--- src/rtl/lu_idx_pkg.sv ---
package lu_idx_pkg;
  parameter int MAX_N_LOG2 = 7;
  localparam int IDX_W  = MAX_N_LOG2 + 1;
  localparam int BLK_W  = MAX_N_LOG2;
  localparam int NL_W   = $clog2(MAX_N_LOG2 + 1);
  localparam int KSEL_W = 2;

  typedef struct packed {
    logic [IDX_W-1:0] row_i;
    logic [BLK_W-1:0] blk_k;
    logic [IDX_W-1:0] row_j;
    logic             fin;
  } triple_t;

  localparam int TRIPLE_W = $bits(triple_t);

  // lane-count exponent for a select code; code 3 aliases 16 lanes
  function automatic logic [NL_W-1:0] lanes_log2(input logic [KSEL_W-1:0] sel);
    case (sel)
      2'd0:    return NL_W'(2);
      2'd1:    return NL_W'(3);
      default: return NL_W'(4);
    endcase
  endfunction

  function automatic logic [IDX_W-1:0] pow2(input logic [NL_W-1:0] e);
    return IDX_W'(1) << e;
  endfunction

  // start column of the block holding 1-based column piv
  function automatic logic [BLK_W-1:0] first_block(input logic [IDX_W-1:0] piv,
                                                    input logic [NL_W-1:0]  kl);
    return BLK_W'(((piv - IDX_W'(1)) >> kl) << kl);
  endfunction

  function automatic logic [BLK_W-1:0] last_block(input logic [NL_W-1:0] nl,
                                                   input logic [NL_W-1:0] kl);
    return BLK_W'(pow2(nl) - pow2(kl));
  endfunction
endpackage

--- src/rtl/lu_idx_step.sv ---
module lu_idx_step
  import lu_idx_pkg::*;
(
  input  logic [IDX_W-1:0] cur_i,
  input  logic [BLK_W-1:0] cur_k,
  input  logic [IDX_W-1:0] cur_j,
  input  logic [NL_W-1:0]  n_log2,
  input  logic [NL_W-1:0]  k_log2,
  output logic [IDX_W-1:0] nxt_i,
  output logic [BLK_W-1:0] nxt_k,
  output logic [IDX_W-1:0] nxt_j,
  output logic             fin
);
  logic [IDX_W-1:0] n_val;
  logic [BLK_W-1:0] k_step;
  logic [BLK_W-1:0] k_top;
  logic             row_end;
  logic             blk_end;
  logic             piv_end;

  assign n_val   = pow2(n_log2);
  assign k_step  = BLK_W'(pow2(k_log2));
  assign k_top   = last_block(n_log2, k_log2);
  assign row_end = (cur_j == n_val);
  assign blk_end = (cur_k == k_top);
  assign piv_end = (cur_i == n_val);
  assign fin     = row_end & blk_end & piv_end;

  always_comb begin
    nxt_i = cur_i;
    nxt_k = cur_k;
    nxt_j = cur_j;
    if (!row_end) begin
      nxt_j = cur_j + IDX_W'(1);
    end else if (!blk_end) begin
      nxt_k = cur_k + k_step;
      nxt_j = cur_i;
    end else if (!piv_end) begin
      nxt_i = cur_i + IDX_W'(1);
      nxt_k = first_block(cur_i + IDX_W'(1), k_log2);
      nxt_j = cur_i + IDX_W'(1);
    end
  end
endmodule

--- src/rtl/lu_idx_pipe.sv ---
module lu_idx_pipe #(
  parameter int W     = 8,
  parameter int DEPTH = 2
) (
  input  logic         clk,
  input  logic         rst_n,
  input  logic         adv,
  input  logic         in_valid,
  input  logic [W-1:0] in_data,
  output logic         out_valid,
  output logic [W-1:0] out_data,
  output logic         any_valid
);
  logic [DEPTH-1:0] v_q;
  logic [W-1:0]     d_q [DEPTH];

  for (genvar s = 0; s < DEPTH; s++) begin : g_stage
    logic         v_in;
    logic [W-1:0] d_in;
    if (s == 0) begin : g_head
      assign v_in = in_valid;
      assign d_in = in_data;
    end else begin : g_body
      assign v_in = v_q[s-1];
      assign d_in = d_q[s-1];
    end
    always_ff @(posedge clk or negedge rst_n) begin
      if (!rst_n) begin
        v_q[s] <= 1'b0;
        d_q[s] <= '0;
      end else if (adv) begin
        v_q[s] <= v_in;
        d_q[s] <= d_in;
      end
    end
  end

  assign out_valid = v_q[DEPTH-1];
  assign out_data  = d_q[DEPTH-1];
  assign any_valid = |v_q;

  a_r6_stall_keeps_data: assert property (@(posedge clk) disable iff (!rst_n)
    (!adv && out_valid) |=> (out_valid && $stable(out_data)));
endmodule

--- src/rtl/lu_idx_gen.sv ---
module lu_idx_gen
  import lu_idx_pkg::*;
#(
  parameter int PIPE_DEPTH = 2
) (
  input  logic                clk,
  input  logic                rst_n,
  input  logic                start,
  input  logic [NL_W-1:0]     n_log2,
  input  logic [KSEL_W-1:0]   k_sel,
  input  logic                out_ready,
  output logic                out_valid,
  output logic [IDX_W-1:0]    out_i,
  output logic [BLK_W-1:0]    out_k,
  output logic [IDX_W-1:0]    out_j,
  output logic                out_last,
  output logic                done
);
  logic             run_q;
  logic [IDX_W-1:0] gen_i, gen_j;
  logic [BLK_W-1:0] gen_k;
  logic [NL_W-1:0]  cfg_nl_q, cfg_kl_q;
  logic             done_q;

  logic [IDX_W-1:0] nxt_i, nxt_j;
  logic [BLK_W-1:0] nxt_k;
  logic             step_fin;

  logic [NL_W-1:0]  req_kl;
  logic             cfg_ok, busy, pipe_busy;
  logic             start_take, start_drop;
  logic             adv, gen_fire, accept;
  triple_t          pipe_in, pipe_out;
  logic [TRIPLE_W-1:0] pipe_vec;

  assign req_kl     = lanes_log2(k_sel);
  assign cfg_ok     = (n_log2 >= req_kl);
  assign busy       = run_q | pipe_busy;
  assign start_take = start & ~busy & cfg_ok;
  assign start_drop = start & ~busy & ~cfg_ok;
  assign adv        = ~out_valid | out_ready;
  assign gen_fire   = run_q & adv;
  assign accept     = out_valid & out_ready;

  lu_idx_step u_step (
    .cur_i (gen_i),
    .cur_k (gen_k),
    .cur_j (gen_j),
    .n_log2(cfg_nl_q),
    .k_log2(cfg_kl_q),
    .nxt_i (nxt_i),
    .nxt_k (nxt_k),
    .nxt_j (nxt_j),
    .fin   (step_fin)
  );

  always_ff @(posedge clk or negedge rst_n) begin
    if (!rst_n) begin
      run_q    <= 1'b0;
      gen_i    <= '0;
      gen_k    <= '0;
      gen_j    <= '0;
      cfg_nl_q <= '0;
      cfg_kl_q <= '0;
    end else if (start_take) begin
      run_q    <= 1'b1;
      gen_i    <= IDX_W'(1);
      gen_k    <= '0;
      gen_j    <= IDX_W'(1);
      cfg_nl_q <= n_log2;
      cfg_kl_q <= req_kl;
    end else if (gen_fire) begin
      if (step_fin) begin
        run_q <= 1'b0;
      end else begin
        gen_i <= nxt_i;
        gen_k <= nxt_k;
        gen_j <= nxt_j;
      end
    end
  end

  assign pipe_in = '{row_i: gen_i, blk_k: gen_k, row_j: gen_j, fin: step_fin};

  lu_idx_pipe #(.W(TRIPLE_W), .DEPTH(PIPE_DEPTH)) u_pipe (
    .clk      (clk),
    .rst_n    (rst_n),
    .adv      (adv),
    .in_valid (run_q),
    .in_data  (pipe_in),
    .out_valid(out_valid),
    .out_data (pipe_vec),
    .any_valid(pipe_busy)
  );

  assign pipe_out = pipe_vec;

  always_ff @(posedge clk or negedge rst_n) begin
    if (!rst_n) done_q <= 1'b0;
    else        done_q <= accept & pipe_out.fin;
  end

  assign out_i    = pipe_out.row_i;
  assign out_k    = pipe_out.blk_k;
  assign out_j    = pipe_out.row_j;
  assign out_last = pipe_out.fin;
  assign done     = done_q;

  a_r2_row_not_above_pivot: assert property (@(posedge clk) disable iff (!rst_n)
    out_valid |-> (out_j >= out_i));

  a_r3_block_aligned: assert property (@(posedge clk) disable iff (!rst_n)
    out_valid |-> ((out_k & BLK_W'(pow2(cfg_kl_q) - IDX_W'(1))) == '0));

  a_r8_done_after_final: assert property (@(posedge clk) disable iff (!rst_n)
    (accept && out_last) |=> done);

  a_r8_done_single: assert property (@(posedge clk) disable iff (!rst_n)
    done |=> !done);

  a_r8_idle_after_done: assert property (@(posedge clk) disable iff (!rst_n)
    done |-> (!out_valid && !run_q));

  a_r10_bad_cfg_ignored: assert property (@(posedge clk) disable iff (!rst_n)
    start_drop |=> !run_q);

  a_r9_run_not_restarted: assert property (@(posedge clk) disable iff (!rst_n)
    (run_q && !gen_fire) |=> ($stable(gen_i) && $stable(gen_k) && $stable(gen_j)));
endmodule

--- config.mk ---
export PLATFORM = sky130hd
export DESIGN_NAME = lu_idx_gen
export DESIGN_NICKNAME = d
export VERILOG_FILES = /design/src/rtl/lu_idx_pkg.sv /design/src/rtl/lu_idx_step.sv /design/src/rtl/lu_idx_pipe.sv /design/src/rtl/lu_idx_gen.sv
export SDC_FILE = /design/constraint.sdc
export NUM_CORES = 1
export LEC_CHECK = 0
export ABC_AREA = 1
export BUFFER_PORTS_ARGS = -buffer_cell sky130_fd_sc_hd__buf_4
export CORE_MARGIN = 8
export CORE_UTILIZATION = 55
export DETAILED_ROUTE_END_ITERATION = 7
export HOLD_SLACK_MARGIN = 0.1
export MAX_ROUTING_LAYER = met4
export PLACE_DENSITY = 0.76
export SLEW_MARGIN = 20
export SYNTH_ARGS = -nofsm -noshare
export SYNTH_HDL_FRONTEND = slang
export SYNTH_SLANG_ARGS = --single-unit
--- constraint.sdc ---
create_clock -name clk -period 2.7 [get_ports clk]
set_input_delay 0.81 -clock clk [delete_from_list [all_inputs] [get_ports clk]]
set_output_delay 0.81 -clock clk [all_outputs]
set_load 0.1 [all_outputs]
==> out/results.ini <==
[status]
status=finished, violations left
violations=setup timing

[worst_setup_path]
crit_path_start_kind=register
crit_end=gen_j[0]
regToRegSetupSlack_ns=-0.19
r2r_start=cfg_nl_q[1]
r2r-end=gen_j[0]
path_max_fanout=3
crit_required_ns=3.00
crit_arrival_ns=3.19
cp-end-kind=register
crit_start=cfg_nl_q[1]
crit_type=register to register
r2r.worst_path.cells=18

[global_routing]
antenna_found_initial=0
grt_pass1_wl_mm=23.83
grt_max_degree=48
track_usage_pct=23.71
grt_pass1_vias=5126
grt.overflow.total=0

[floorplanning]
die_x_um=113.0
rows=35
core_um2=9196
die_area_um2=12770
ios=35
die_h_um=113.0
floorplan.initialDensity_pct=56.29

[clock_tree]
path_clk_slew_ns=0.09
cts_tree=done
clk_latency_ns=0.36
cts-root-buf=clkbuf_8
clockBufferDepth=2
cts_buffers=9
htreeDepth=3
clock_sinks=81

[routing]
via_per_inst=5.536
wl_mm=14.52
drcViolationCount=0
firstDrtPassIters=5
antenna_left=0
num_vias=5243
wire_per_inst_um=15.33
drt_iter0_drc=419

[layout]
antenna_cells=0
layout-drive-gt1-share_pct=21.77
area_growth_pct=23.33
nNetsFinal=856
final_core_util_pct=69.42

[synthesis]
yosysTopAreaCell=dfrtp_1
yosys_warnings=0
synth_nets=766
syn_area_um2=5176
synth.distinct_cells=43
yosys_register_bits=81
yosysSeqAreaShare_pct=39.16
ys.flop_type=dfrtp_1
async_flop_share_pct=100.0
synth_enable_flop_cells=0
ys_top_cells_by_area=dfrtp_1 (39%), nand2_1 (19%), nand3_1 (8.3%), inv_1 (4.8%), o21ai_0 (3.9%)
synth.top_cell.area_share_pct=39.16
synth_cells=741
syn_area_per_cell_um2=6.985

[sta]
slew_viol_final=0
hold_viol=0
period_needed_ns=2.887
rsz0062_at_grt=yes
max_freq_mhz=346.4
fin_skew_ns=0.01153
setup_viol=24
max_slew_margin_pct=64.58
min_period_over_period_pct=106.9
setup_slack_ns=-0.1872
worstMarginPinSlew_ns=0.5308

[placement]
globalplace.congestion=1.017
portBuffers=34
place_hpwl_mm=10.75
pre_cts_slack_ns=-0.1703

[min_path]
hp-class=input port to asynchronous set/reset pin

[run]
drv_cap=0

-- sequential cells by signal (all words and copies together), names as in the netlist --
| signal | count |
|---|---|
| cfg_kl_q | 3 |
| cfg_nl_q | 3 |
| done | 1 |
| gen_i | 8 |
| gen_j | 8 |
| gen_k | 7 |
| run_q | 1 |
| u_pipe.g_stage.d_in | 24 |
| u_pipe.g_stage.v_in | 1 |
| u_pipe.out_data | 24 |
| u_pipe.out_valid | 1 |
-- cells by family after synthesis --
kind of cell	after synthesis	synth area share [%]
fa+ha+maj	16	4.158
xor+xnor	24	4.061
compound gates	78	8.074
simple gates	435	36.35
buf+inv	107	8.194
flops	81	39.16
-- Yosys cell counts (2+ instances only) --
library cell / count
a21oi_1: 15
a31oi_1: 2
and3_1: 2
buf_1: 5
buf_2: 7
clkbuf_1: 14
dfrtp_1: 81
fa_1: 2
ha_1: 14
inv_1: 66
inv_2: 11
nand2_1: 268
nand2_2: 2
nand3_1: 86
nand3_2: 6
nand3b_1: 3
nand4_1: 8
nor2_1: 47
nor2_2: 2
o21ai_0: 40
o21ai_1: 8
o21bai_1: 2
o22ai_1: 6
or2_1: 2
or2_2: 2
xnor2_1: 4
xor2_1: 20
-- placed cells by master (no fill, tap or decap), drive strengths merged --
master    Yosys  layout
nand2       271     271
o21bai        2       2
clkinvlp      0       2
buf          14     107
a21o          1       1
dfrtp        81      81
nand3        93      93
and3          2       2
nand4         8       8
fa            2       2
or2           4       4
a31oi         2       2
clkinv        1       2
nand3b        3       3
nor3          2       2
xor2         20      20
o211ai        1       1
o31ai         1       1
o21a          1       1
clkbuf       14      10
nor4          2       2
ha           14      14
xnor2         4       4
o21ai        48      48
a21boi        1       1
o22ai         6       6
nor2         50      50
a21oi        15      15
bufinv        0       1
inv          78      80
-- repair_timing --
| action | 4_1_cts | 5_1_grt |
|---|---|---|
| setup endpoints to repair | 25 | 25 |
| endpoints found under the hold margin | 0 | 0 |
| hold buffers | 0 | 0 |
| gates cloned | 0 | 0 |
| gates resized for setup | 17 | 24 |
| pin swaps | 10 | 17 |
| buffers inserted | 13 | 4 |
-- critical path, stage by stage (launching register included) --
cell,delay (ns)
dfrtp_2,0.45
nor2_4,0.14
nand2_1,0.12
ha_4,0.18
inv_2,0.07
fa_2,0.44
xor2_1,0.16
nor2_1,0.13
nand3_1,0.10
nor2_2,0.11
nand3_1,0.14
nor2_2,0.15
buf_4,0.12
buf_4,0.09
buf_4,0.10
nand3_1,0.07
nand3_1,0.12
a21oi_1,0.07
nor2_1,0.08
-- area by class of cell --
cell class / instances / area, µm²
clock inverters: 6 / 73.82
flip-flops and latches: 81 / 2029
clock buffers: 10 / 137.6
fillers: 758 / 2813
repair buffers: 107 / 850.8
multi-input cells: 553 / 2854
inverters: 79 / 299.0
well taps: 111 / 138.9
-- through the flow --
step	std cells	instance area (µm²)	hold slack, ns	setup TNS (ns)
after floorplan	741	5181	0.4316	0
after global placement	914	5901	0.4460	-2.202
after detailed placement	914	5901	0.4589	-3.569
final	947	6384	0.3863	-2.017
after global routing	947	6384	0.4218	-6.272
after CTS	943	6275	0.3909	-1.641
-- worst min-delay path by stage --
stage,depth (start not counted),start,slack [ns],to
4_1_cts,1,rst_n,0.39,u_pipe.out_data[14]
3_5_place_dp,2,u_pipe.g_stage[1].d_in[23],0.46,u_pipe.out_data[23]
5_1_grt,1,rst_n,0.42,u_pipe.out_data[19]
3_3_place_gp,2,u_pipe.g_stage[1].v_in,0.45,u_pipe.out_valid
2_1_floorplan,2,u_pipe.g_stage[1].v_in,0.43,u_pipe.out_valid
6_report,1,rst_n,0.39,u_pipe.out_data[19]
-- metal layers --
metal  track usage [%]  vias up  part of all wire (%)
met5                 -        -                     0
met3             4.260       37                   6.1
met1             28.25     2481                    42
met2             40.04      166                    49
li1                  -     2559                     -
met4             7.460        0                   2.2
Power is left out: the tool's default activity adds up to more than one toggle a clock period on the data nets, which glitch-free logic cannot reach.
